$ cat src/rtl/bkr_pkg.sv
package bkr_pkg;
  typedef enum logic [2:0] {
    ST_PREP,
    ST_DECIDE,
    ST_WAIT,
    ST_TX,
    ST_IDLE,
    ST_FAIL
  } bkr_state_e;
endpackage

$ cat src/rtl/bkr_mask.sv
module bkr_mask #(
  parameter int MASK_W = 10
) (
  input  logic              clk_i,
  input  logic              rst_ni,
  input  logic              clear_i,
  input  logic              grow_i,
  input  logic              restore_i,
  output logic [MASK_W-1:0] mask_o,
  output logic [MASK_W-1:0] next_o,
  output logic              empty_o,
  output logic              full_o
);
  logic [MASK_W-1:0] mask_q, old_q;

  assign next_o  = {mask_q[MASK_W-2:0], 1'b1};
  assign mask_o  = mask_q;
  assign empty_o = (mask_q == '0);
  assign full_o  = mask_q[MASK_W-1];

  always_ff @(posedge clk_i or negedge rst_ni) begin
    if (!rst_ni) begin
      mask_q <= '0;
      old_q  <= '0;
    end else if (clear_i) begin
      mask_q <= '0;
      old_q  <= '0;
    end else if (grow_i) begin
      old_q  <= mask_q;
      mask_q <= next_o;
    end else if (restore_i) begin
      mask_q <= old_q;
    end
  end

  AST_MASK_CONTIG: assert property (@(posedge clk_i) disable iff (!rst_ni)
    ((mask_q & MASK_W'(mask_q + 1'b1)) == '0));

  AST_MASK_RESTORE: assert property (@(posedge clk_i) disable iff (!rst_ni)
    (restore_i && !clear_i && !grow_i) |=> (mask_q == $past(old_q)));
endmodule

$ cat src/rtl/bkr_wait.sv
module bkr_wait #(
  parameter int MASK_W = 10,
  parameter int CNT_W  = 16
) (
  input  logic              clk_i,
  input  logic              rst_ni,
  input  logic              load_i,
  input  logic [CNT_W-1:0]  load_val_i,
  output logic [MASK_W-1:0] rnd_o,
  output logic              zero_o
);
  logic [MASK_W-1:0] rnd_q;
  logic [CNT_W-1:0]  cnt_q;

  assign rnd_o  = rnd_q;
  assign zero_o = (cnt_q == '0);

  // free-running source sampled at an arbitrary phase
  always_ff @(posedge clk_i or negedge rst_ni) begin
    if (!rst_ni) rnd_q <= '0;
    else         rnd_q <= rnd_q + 1'b1;
  end

  always_ff @(posedge clk_i or negedge rst_ni) begin
    if (!rst_ni)          cnt_q <= '0;
    else if (load_i)      cnt_q <= load_val_i;
    else if (cnt_q != '0) cnt_q <= cnt_q - 1'b1;
  end

  AST_WAIT_DOWN: assert property (@(posedge clk_i) disable iff (!rst_ni)
    (!load_i && cnt_q != '0) |=> (cnt_q == $past(cnt_q) - 1'b1));
endmodule

$ cat src/rtl/bkr_timer.sv
module bkr_timer #(
  parameter int TMO_W      = 32,
  parameter int LONG_LOAD  = 347222,
  parameter int SHORT_LOAD = 69444
) (
  input  logic clk_i,
  input  logic rst_ni,
  input  logic tick_i,
  input  logic load_long_i,
  input  logic load_short_i,
  output logic expire_o
);
  logic [TMO_W-1:0] cnt_q;
  logic             exp_q;
  logic             loading;

  assign loading  = load_long_i | load_short_i;
  assign expire_o = exp_q;

  always_ff @(posedge clk_i or negedge rst_ni) begin
    if (!rst_ni) begin
      cnt_q <= '0;
      exp_q <= 1'b0;
    end else begin
      exp_q <= !loading && tick_i && (cnt_q == TMO_W'(1));
      if (load_long_i)                 cnt_q <= TMO_W'(LONG_LOAD);
      else if (load_short_i)           cnt_q <= TMO_W'(SHORT_LOAD);
      else if (tick_i && cnt_q != '0)  cnt_q <= cnt_q - 1'b1;
    end
  end

  AST_EXPIRE_ON_TICK: assert property (@(posedge clk_i) disable iff (!rst_ni)
    expire_o |-> $past(tick_i));

  AST_EXPIRE_PULSE: assert property (@(posedge clk_i) disable iff (!rst_ni)
    expire_o |=> !expire_o);
endmodule

$ cat src/rtl/bkr_retry.sv
module bkr_retry #(
  parameter int RETRY_LIMIT = 10
) (
  input  logic clk_i,
  input  logic rst_ni,
  input  logic inc_i,
  output logic limit_o
);
  localparam int CW = $clog2(RETRY_LIMIT + 1);
  logic [CW-1:0] cnt_q;

  assign limit_o = (cnt_q == CW'(RETRY_LIMIT));

  always_ff @(posedge clk_i or negedge rst_ni) begin
    if (!rst_ni)                cnt_q <= '0;
    else if (inc_i && !limit_o) cnt_q <= cnt_q + 1'b1;
  end

  AST_RETRY_BOUND: assert property (@(posedge clk_i) disable iff (!rst_ni)
    cnt_q <= CW'(RETRY_LIMIT));
endmodule

$ cat src/rtl/backoff_retry_ctrl.sv
module backoff_retry_ctrl
  import bkr_pkg::*;
#(
  parameter int MASK_W      = 10,
  parameter int INIT_DELAY  = 50000,
  parameter int TMO_W       = 32,
  parameter int LONG_LOAD   = 347222,
  parameter int SHORT_LOAD  = 69444,
  parameter int RETRY_LIMIT = 10
) (
  input  logic clk_i,
  input  logic rst_ni,
  input  logic tick_i,
  input  logic tx_done_i,
  input  logic collision_i,
  input  logic other_attn_i,
  input  logic frame_rx_i,
  output logic tx_start_o,
  output logic tx_enable_o,
  output logic rx_enable_o,
  output logic timeout_o,
  output logic boot_failed_o
);
  localparam int IW    = $clog2(INIT_DELAY + 1);
  localparam int CNT_W = (IW > MASK_W) ? IW : MASK_W;

  bkr_state_e st_q, st_d;
  logic tx_en_q, tx_en_d, rx_en_q, rx_en_d, fail_q, fail_d, start_q, start_d;
  logic m_clear, m_grow, m_restore, m_empty, m_full;
  logic [MASK_W-1:0] m_mask, m_next, rnd;
  logic w_load, w_zero;
  logic [CNT_W-1:0] w_val;
  logic r_inc, r_limit;
  logic t_long, t_short, t_exp;

  bkr_mask #(.MASK_W(MASK_W)) u_mask (
    .clk_i, .rst_ni,
    .clear_i(m_clear), .grow_i(m_grow), .restore_i(m_restore),
    .mask_o(m_mask), .next_o(m_next), .empty_o(m_empty), .full_o(m_full)
  );

  bkr_wait #(.MASK_W(MASK_W), .CNT_W(CNT_W)) u_wait (
    .clk_i, .rst_ni,
    .load_i(w_load), .load_val_i(w_val), .rnd_o(rnd), .zero_o(w_zero)
  );

  bkr_timer #(.TMO_W(TMO_W), .LONG_LOAD(LONG_LOAD), .SHORT_LOAD(SHORT_LOAD)) u_timer (
    .clk_i, .rst_ni, .tick_i,
    .load_long_i(t_long), .load_short_i(t_short), .expire_o(t_exp)
  );

  bkr_retry #(.RETRY_LIMIT(RETRY_LIMIT)) u_retry (
    .clk_i, .rst_ni, .inc_i(r_inc), .limit_o(r_limit)
  );

  assign w_val   = m_empty ? CNT_W'(INIT_DELAY) : CNT_W'(rnd & m_next);
  assign t_short = frame_rx_i && (st_q != ST_FAIL) && (st_q != ST_PREP);

  always_comb begin
    st_d      = st_q;
    tx_en_d   = tx_en_q;
    rx_en_d   = rx_en_q;
    fail_d    = fail_q;
    start_d   = 1'b0;
    m_clear   = 1'b0;
    m_grow    = 1'b0;
    m_restore = 1'b0;
    w_load    = 1'b0;
    r_inc     = 1'b0;
    t_long    = 1'b0;
    unique case (st_q)
      ST_PREP: begin
        if (r_limit) begin
          st_d    = ST_FAIL;
          tx_en_d = 1'b0;
          rx_en_d = 1'b0;
          fail_d  = 1'b1;
        end else begin
          st_d    = ST_DECIDE;
          r_inc   = 1'b1;
          t_long  = 1'b1;
          m_clear = 1'b1;
          tx_en_d = 1'b1;
          rx_en_d = 1'b1;
        end
      end
      ST_DECIDE: begin
        if (m_full) begin
          st_d    = ST_IDLE;
          tx_en_d = 1'b0;
        end else begin
          st_d   = ST_WAIT;
          m_grow = 1'b1;
          w_load = 1'b1;
        end
      end
      ST_WAIT: begin
        if (w_zero) begin
          st_d    = ST_TX;
          start_d = 1'b1;
        end
      end
      ST_TX: begin
        if (collision_i) begin
          st_d = ST_DECIDE;
        end else if (other_attn_i) begin
          st_d      = ST_DECIDE;
          m_restore = 1'b1;
        end else if (tx_done_i) begin
          st_d    = ST_IDLE;
          tx_en_d = 1'b0;
        end
      end
      ST_IDLE: ;
      ST_FAIL: ;
      default: st_d = ST_FAIL;
    endcase
    // expiry re-issues the request from any live state
    if (t_exp && st_q != ST_FAIL && st_q != ST_PREP) begin
      st_d      = ST_PREP;
      start_d   = 1'b0;
      m_grow    = 1'b0;
      m_restore = 1'b0;
      w_load    = 1'b0;
    end
  end

  always_ff @(posedge clk_i or negedge rst_ni) begin
    if (!rst_ni) begin
      st_q    <= ST_PREP;
      tx_en_q <= 1'b0;
      rx_en_q <= 1'b0;
      fail_q  <= 1'b0;
      start_q <= 1'b0;
    end else begin
      st_q    <= st_d;
      tx_en_q <= tx_en_d;
      rx_en_q <= rx_en_d;
      fail_q  <= fail_d;
      start_q <= start_d;
    end
  end

  assign tx_start_o    = start_q;
  assign tx_enable_o   = tx_en_q;
  assign rx_enable_o   = rx_en_q;
  assign timeout_o     = t_exp;
  assign boot_failed_o = fail_q;

  AST_START_EN: assert property (@(posedge clk_i) disable iff (!rst_ni)
    tx_start_o |-> tx_enable_o);

  AST_START_PULSE: assert property (@(posedge clk_i) disable iff (!rst_ni)
    tx_start_o |=> !tx_start_o);

  AST_FAIL_QUIET: assert property (@(posedge clk_i) disable iff (!rst_ni)
    boot_failed_o |-> (!tx_enable_o && !rx_enable_o && !tx_start_o));

  AST_FAIL_HOLD: assert property (@(posedge clk_i) disable iff (!rst_ni)
    boot_failed_o |=> boot_failed_o);

  AST_FULL_OFF: assert property (@(posedge clk_i) disable iff (!rst_ni)
    (st_q == ST_DECIDE && m_full && !t_exp) |=> !tx_enable_o);
endmodule

$ cat config.mk
export PLATFORM = sky130hd
export DESIGN_NAME = backoff_retry_ctrl
export DESIGN_NICKNAME = d
export VERILOG_FILES = /design/src/rtl/bkr_pkg.sv /design/src/rtl/bkr_mask.sv /design/src/rtl/bkr_wait.sv /design/src/rtl/bkr_timer.sv /design/src/rtl/bkr_retry.sv /design/src/rtl/backoff_retry_ctrl.sv
export SDC_FILE = /design/constraint.sdc
export NUM_CORES = 1
export LEC_CHECK = 0
export BUFFER_PORTS_ARGS = -buffer_cell sky130_fd_sc_hd__buf_2
export CAP_MARGIN = 15
export CORE_MARGIN = 4
export CORE_UTILIZATION = 30
export DETAILED_ROUTE_END_ITERATION = 12
export PLACE_DENSITY = 0.52
export SLEW_MARGIN = 15
export SYNTH_ARGS = -nofsm -noshare
export SYNTH_HDL_FRONTEND = slang
export SYNTH_SLANG_ARGS = --single-unit
$ cat constraint.sdc
create_clock -name clk_i -period 6.55 [get_ports clk_i]
set_input_delay 0.9825 -clock clk_i [delete_from_list [all_inputs] [get_ports clk_i]]
set_output_delay 0.9825 -clock clk_i [all_outputs]
set_load 0.01 [all_outputs]
# [Yosys cells after proc, flatten, opt, wreduce, memory -nomap -nowiden]
# Cells that the tools add are included.
# W data, S select, Z words.
[word_totals] output_inout_bits=5 mem_count=0 mem_bits_rw=0 in_bits=7 wordCells=94 romBits=0 ff_bits=90 latchBits=0
[classes] reduce_logical=25 bitwise=2 shifts=0 multipliers=0 muxes=36 n_lt_le_gt_ge=0 eq_ne=15 div=0 n_addsub=4
[ops] op="$mux W32" n=3
[ops] op="$mux W10" n=5
[ops] op="$mux W16" n=3
[ops] op="$eq A32 B1 Y1 const B" n=1
[ops] op="$reduce_bool A32 Y1" n=1
[ops] op="$sub A32 B1 Y32 const B" n=1
[ops] op="$mux W3" n=7
[ops] op="$logic_not A16 Y1" n=1
[ops] op="$mux W1" n=16
[ops] op="$reduce_bool A16 Y1" n=1
[ops] op="$sub A16 B1 Y16 const B" n=1
[ops] op="$pmux W3 S5" n=1
[ops] op="$reduce_bool A3 Y1" n=4
[ops] op="$add A10 B1 Y10 const B" n=1
[ops] op="$and A10 B10 Y10" n=1
[ops] op="$logic_not A10 Y1" n=1
[ops] op="$logic_and A1 B1 Y1" n=8
[ops] op="$eq A3 B2 Y1 const B" n=2
[ops] op="$eq A3 B3 Y1 const B" n=2
[ops] op="$ne A2 B2 Y1 const B" n=3
[ops] op="$ne A5 B5 Y1 const B" n=1
[ops] op="$reduce_and A5 Y1" n=1
[ops] op="$add A4 B1 Y4 const B" n=1
[ops] op="$eq A4 B4 Y1 const B" n=1
[ops] op="other kinds (12)" n=15

# [Logic depth before layout (Yosys ltp)]
[depth] ltp_word=7 ltp_mapped=9 mapped_depth_nobuf=7

# [Hierarchy]
# A second synthesis with hierarchy kept.
[hier_totals] hier_cells=499 area_unflattened_um2=5213.8
[by_module_without_submodules] mod="bkr_timer" seq_area_each_um2=825.8 n_inst=1 area_each_um2=2014.4 cells_per_inst=194
[by_module_without_submodules] mod="bkr_wait" seq_area_each_um2=650.6 n_inst=1 area_each_um2=1416.4 cells_per_inst=131
[by_module_without_submodules] mod="bkr_mask" seq_area_each_um2=500.5 n_inst=1 area_each_um2=1009.7 cells_per_inst=90
[by_module_without_submodules] mod="backoff_retry_ctrl" seq_area_each_um2=175.2 n_inst=1 area_each_um2=570.5 cells_per_inst=65
[by_module_without_submodules] mod="bkr_retry" seq_area_each_um2=100.1 n_inst=1 area_each_um2=202.7 cells_per_inst=19

# [Worst setup path before layout]
# No wires, ideal clock.
[synth_path] kind="input-to-reg" start="in tick_i" end="reg u_timer.cnt_q[28]" t_required_ns=6.471 cell_stages=6 path_slack_ns=3.946 t_arrival_ns=2.524 setup_time_ns=0.079 path_buffers=1 path_cell_list="or4bb_1 -> nor3_1 -> o211ai_1 -> clkbuf_1 -> nor4_1 -> mux2i_1"
[synth_between] elab_chain_len=2
[synth_rtl] element="start: declaration" line_no="backoff_retry_ctrl.sv:13" source="input logic tick_i,"
[synth_rtl] element="$logic_and A1 B1 Y1" line_no="bkr_timer.sv:28" source="else if (tick_i && cnt_q != '0) cnt_q <= cnt_q - 1'b1;"
[synth_rtl] element="$reduce_bool A3 Y1 (no source line)"
[synth_rtl] element="end signal: assignment" line_no="bkr_timer.sv:26" source="if (load_long_i) cnt_q <= TMO_W'(LONG_LOAD);"
[synth_rtl] element="end signal: assignment" line_no="bkr_timer.sv:27" source="else if (load_short_i) cnt_q <= TMO_W'(SHORT_LOAD);"
[synth_rtl] element="end signal: assignment" line_no="bkr_timer.sv:28"
[synth_rtl] element="end: declaration" line_no="bkr_timer.sv:13" source="logic [TMO_W-1:0] cnt_q;"
# Every way passes these cells.
# A chain may end at the register's enable or synchronous reset.

# [Worst setup path after layout]
[layout_path] start="reg st_q[1]" end="reg u_mask.mask_q[5], in the netlist u_mask.mask_o[5]"
[layout_between] elab_chain_len=6 elab_cells_between_ends=15 classes_between="eq/ne (3); mux (7); reduce/logical (5)"
[layout_rtl] element="start: declaration" line_no="backoff_retry_ctrl.sv:27" source="bkr_state_e st_q, st_d;"
[layout_rtl] element="start signal: assignment" line_no="backoff_retry_ctrl.sv:136" source="st_q <= st_d;"
[layout_rtl] element="$ne A3 B3 Y1" line_no="backoff_retry_ctrl.sv:119" source="if (t_exp && st_q != ST_FAIL && st_q != ST_PREP) begin"
[layout_rtl] element="$logic_and A1 B1 Y1 (2 in series)" line_no="backoff_retry_ctrl.sv:119"
[layout_rtl] element="$mux W1" line_no="backoff_retry_ctrl.sv:119"
[layout_rtl] element="$mux W10" line_no="bkr_mask.sv:28" source="end else if (grow_i) begin"
[layout_rtl] element="$mux W10" line_no="bkr_mask.sv:25" source="end else if (clear_i) begin"
[layout_rtl] element="end signal: assignment" line_no="bkr_mask.sv:30" source="mask_q <= next_o;"
[layout_rtl] element="end signal: assignment" line_no="bkr_mask.sv:32" source="mask_q <= old_q;"
[layout_rtl] element="end: declaration" line_no="bkr_mask.sv:14" source="logic [MASK_W-1:0] mask_q, old_q;"
# Several ways; a longest one is shown, not always the timed one.

==> reports/qor.txt <==
Status: completed
Clock power frac: 36.4%
Post-DP HPWL: 6960 µm
Power per cell area: 263 mW/mm²
PostCTS Resize Cnt: 0
Synth Cell Area: 0.00458 mm²
Slew Viols, Final: 0
Total track usage: 12.0%
Largest cells by area after synthesis: dfrtp_1 (49%), o21ai_0 (3.5%), xnor2_1 (3.4%), a21oi_1 (3.4%), nand2_1 (2.8%)
H-Tree Level Count: 3
R2r setup slk: 3540 ps
Clock Path Buffers: 2
Max cap viols: 0
Post-Route WL: 10,100 µm
Die H: 132 µm
Fmax achieved: 332 MHz
P&R area growth vs syn: 10.8%
Biggest area consumer among synthesized cells: dfrtp_1
Most common cell in the netlist: dfrtp_1
Class of the worst hold path: flip-flop to flip-flop
Drt via density: 5.43
Post-synthesis register bit count: 90
Synth cell count leaders: dfrtp_1 (90), nand2_1 (34), o21ai_0 (32), a21oi_1 (31), nor2_1 (23)
Crit Path Max Fanout: 16
GP Congestion: 0.785
Clk_lat worst skew: 340 ps
Sw Share: 29.8%
NumNets Final: 477
Vias: 3,541
Setup TNS: 0 ps
GRT Residual Overflow: 0
Hold path startpoint: boot_failed_o
Setup violations, final: 0
Largest net degree at the start of global routing: 69
VDD IR max: 0.000130 V
Sw Pwr: 0.397 mW
Startpoint types: flip-flop
Initial antenna violation count: 0
Crit path arrival time: 3210 ps
CTS Buf Count: 9
Yosys top cell area share: 49.1%
Post-CTS Hold Buffers: 0
Post-layout min period: 3010 ps
Skew final: 10.8 ps
Power share of the combinational group: 14.3%
Critical Path RT: 6740 ps
Power share of the sequential group: 49.2%
Avg Cell Area, Syn: 9.94 µm²
Starting Density: 31.1%
Post-synth EDFFs: 0
Hold Slack: 473 ps
RSZ-0062 raised after global routing: false
CTS tree: yes
Share of post-route cells with drive strength above 1: 10.9%
Asr flop ratio synth: 100%
Vias in the first global route: 3,480
RR Endpoint: u_mask.mask_o[5]
# DRC: 0
Hold Path Cell Cnt: 1
Post-route ant nets: 0
LEAKAGE: 2.21 nW
Hold EP: boot_failed_o
Drt first pass iters: 4
Root Buffer: clkbuf_16
Max incr delay on CP: 890 ps
Worst r2r src: st_q[1]
# port buffers: 11
Final Util: 34.4%
Worst slew margin relative to its limit: 27.5%
Core Rows: 44
Least-Margin Pin Slew: 1080 ps
Critical path class: flip-flop to flip-flop
P_int: 0.937 mW
Die area: 0.0173 mm²
CTS sink cnt: 90
Worst Setup End Kind: flip-flop
Reg2Reg Depth: 5
Final period util: 46.0%
Diode count: 0
First-pass GRT wire length: 17,600 µm
Post-CTS setup buffers: 0
Clock-pin slew on the worst setup and hold paths: 70 ps
Core ar.: 0.0148 mm²
Net Count, Synth: 475
Mapped Cells: 461
Yosys warnings: 0
DRT iter0 DRCs: 248
Cell Chain, Critical Path: nor3_1, nor2b_1, nor2_1, a22oi_1, o21ai_0
I/O pin count: 12
Post-synthesis sequential area ratio: 49.1%
Netlist cell types: 61
Wire per inst: 15.6 µm
Fin. Hold Viols: 0
Most used DFF post-synth: dfrtp_1
Die X-Extent: 132 µm
Slowest-stage cell, CP: nor2b_1
[cell usage in the layout, fill, tap and decap left out, drive strengths merged, types with 12 or more instances in the layout]
| cell | netlist | routed |
|---|---|---|
| nor2 | 23 | 23 |
| a21oi | 31 | 31 |
| or4 | 12 | 12 |
| dfrtp | 90 | 90 |
| or3 | 24 | 24 |
| xnor2 | 18 | 18 |
| nand2 | 35 | 35 |
| nor3 | 13 | 13 |
| buf | 2 | 13 |
| nor4 | 19 | 19 |
| inv | 10 | 13 |
| nand3 | 17 | 17 |
| o21ai | 34 | 34 |
[layout make-up]
type                       count  area (µm²)
fill                        1515        9680
multi-input combinational    339        2210
clock inverter                 7        51.3
clock buffer                   9         225
timing repair buffer          13        72.6
tap                          184         230
sequential                    90        2250
inverter                      10        37.5
[cell families after synthesis]
logic type                 synth area share [%]
AOI/OAI and AO/OA                          17.4
xor gates and xnor gates                   4.78
adders and majority gates                  1.91
buffers and inverters                      2.84
DFF                                        49.1
muxes                                      1.37
and+or+nand+nor                            22.6
[sequential cells by signal, summed over array words and instances (netlist names)]
register          flops
u_timer.cnt_q        32
u_wait.cnt_q         16
u_mask.mask_o        10
u_mask.old_q         10
u_wait.rnd_o         10
u_retry.cnt_q         4
st_q                  3
boot_failed_o         1
rx_enable_o           1
tx_enable_o           1
tx_start_o            1
u_timer.expire_o      1
[worst max-delay path: cells and delay by family, from the launching register on]
family	cells	cell delay [ps]
flops	1	500
compound gates	2	360
simple gates	3	2000
[through the flow]
stage | worst slack, ps | total power [mW] | instances | cell area [µm²]
finish | 3540 | 1.33 | 652 | 5080
global route | 3200 | 1.41 | 652 | 5080
CTS | 3450 | 1.35 | 652 | 5070
detailed placement | 3390 | 0.856 | 636 | 4790
global placement | 3450 | 0.848 | 636 | 4790
floorplan | 3950 | 0.804 | 461 | 4580
[per-layer routing]
layer | routed length [µm] | vias to the layer above | track usage [%]
met1 | 5170 | 1736 | 17.4
met3 | 294 | 11 | 2.03
met2 | 4540 | 58 | 18.5
met4 | 140 | 0 | 3.68
li1 | - | 1736 | -
met5 | 0 | - | 0
[how the worst max path moves through the flow]
stage | start | to | slack (ps) | depth (start not counted)
2_1_floorplan | tick_i | u_timer.cnt_q[28] | 3950 | 6
3_3_place_gp | tick_i | u_timer.cnt_q[30] | 3450 | 6
3_5_place_dp | tick_i | u_timer.cnt_q[28] | 3390 | 6
4_1_cts | u_timer.cnt_q[10] | u_timer.cnt_q[17] | 3450 | 5
5_1_grt | st_q[1] | u_mask.mask_o[1] | 3200 | 5
6_report | st_q[1] | u_mask.mask_o[5] | 3540 | 5
[power groups by stage]
stage	clock network (mW)	logic [mW]	registers [mW]
after CTS	0.501	0.191	0.655
after detailed placement	0	0.191	0.665
final	0.486	0.191	0.657
after floorplan	0	0.154	0.650
after global placement	0	0.185	0.662
after global routing	0.520	0.220	0.667
Note: power is estimated with default switching activity, not from simulation.
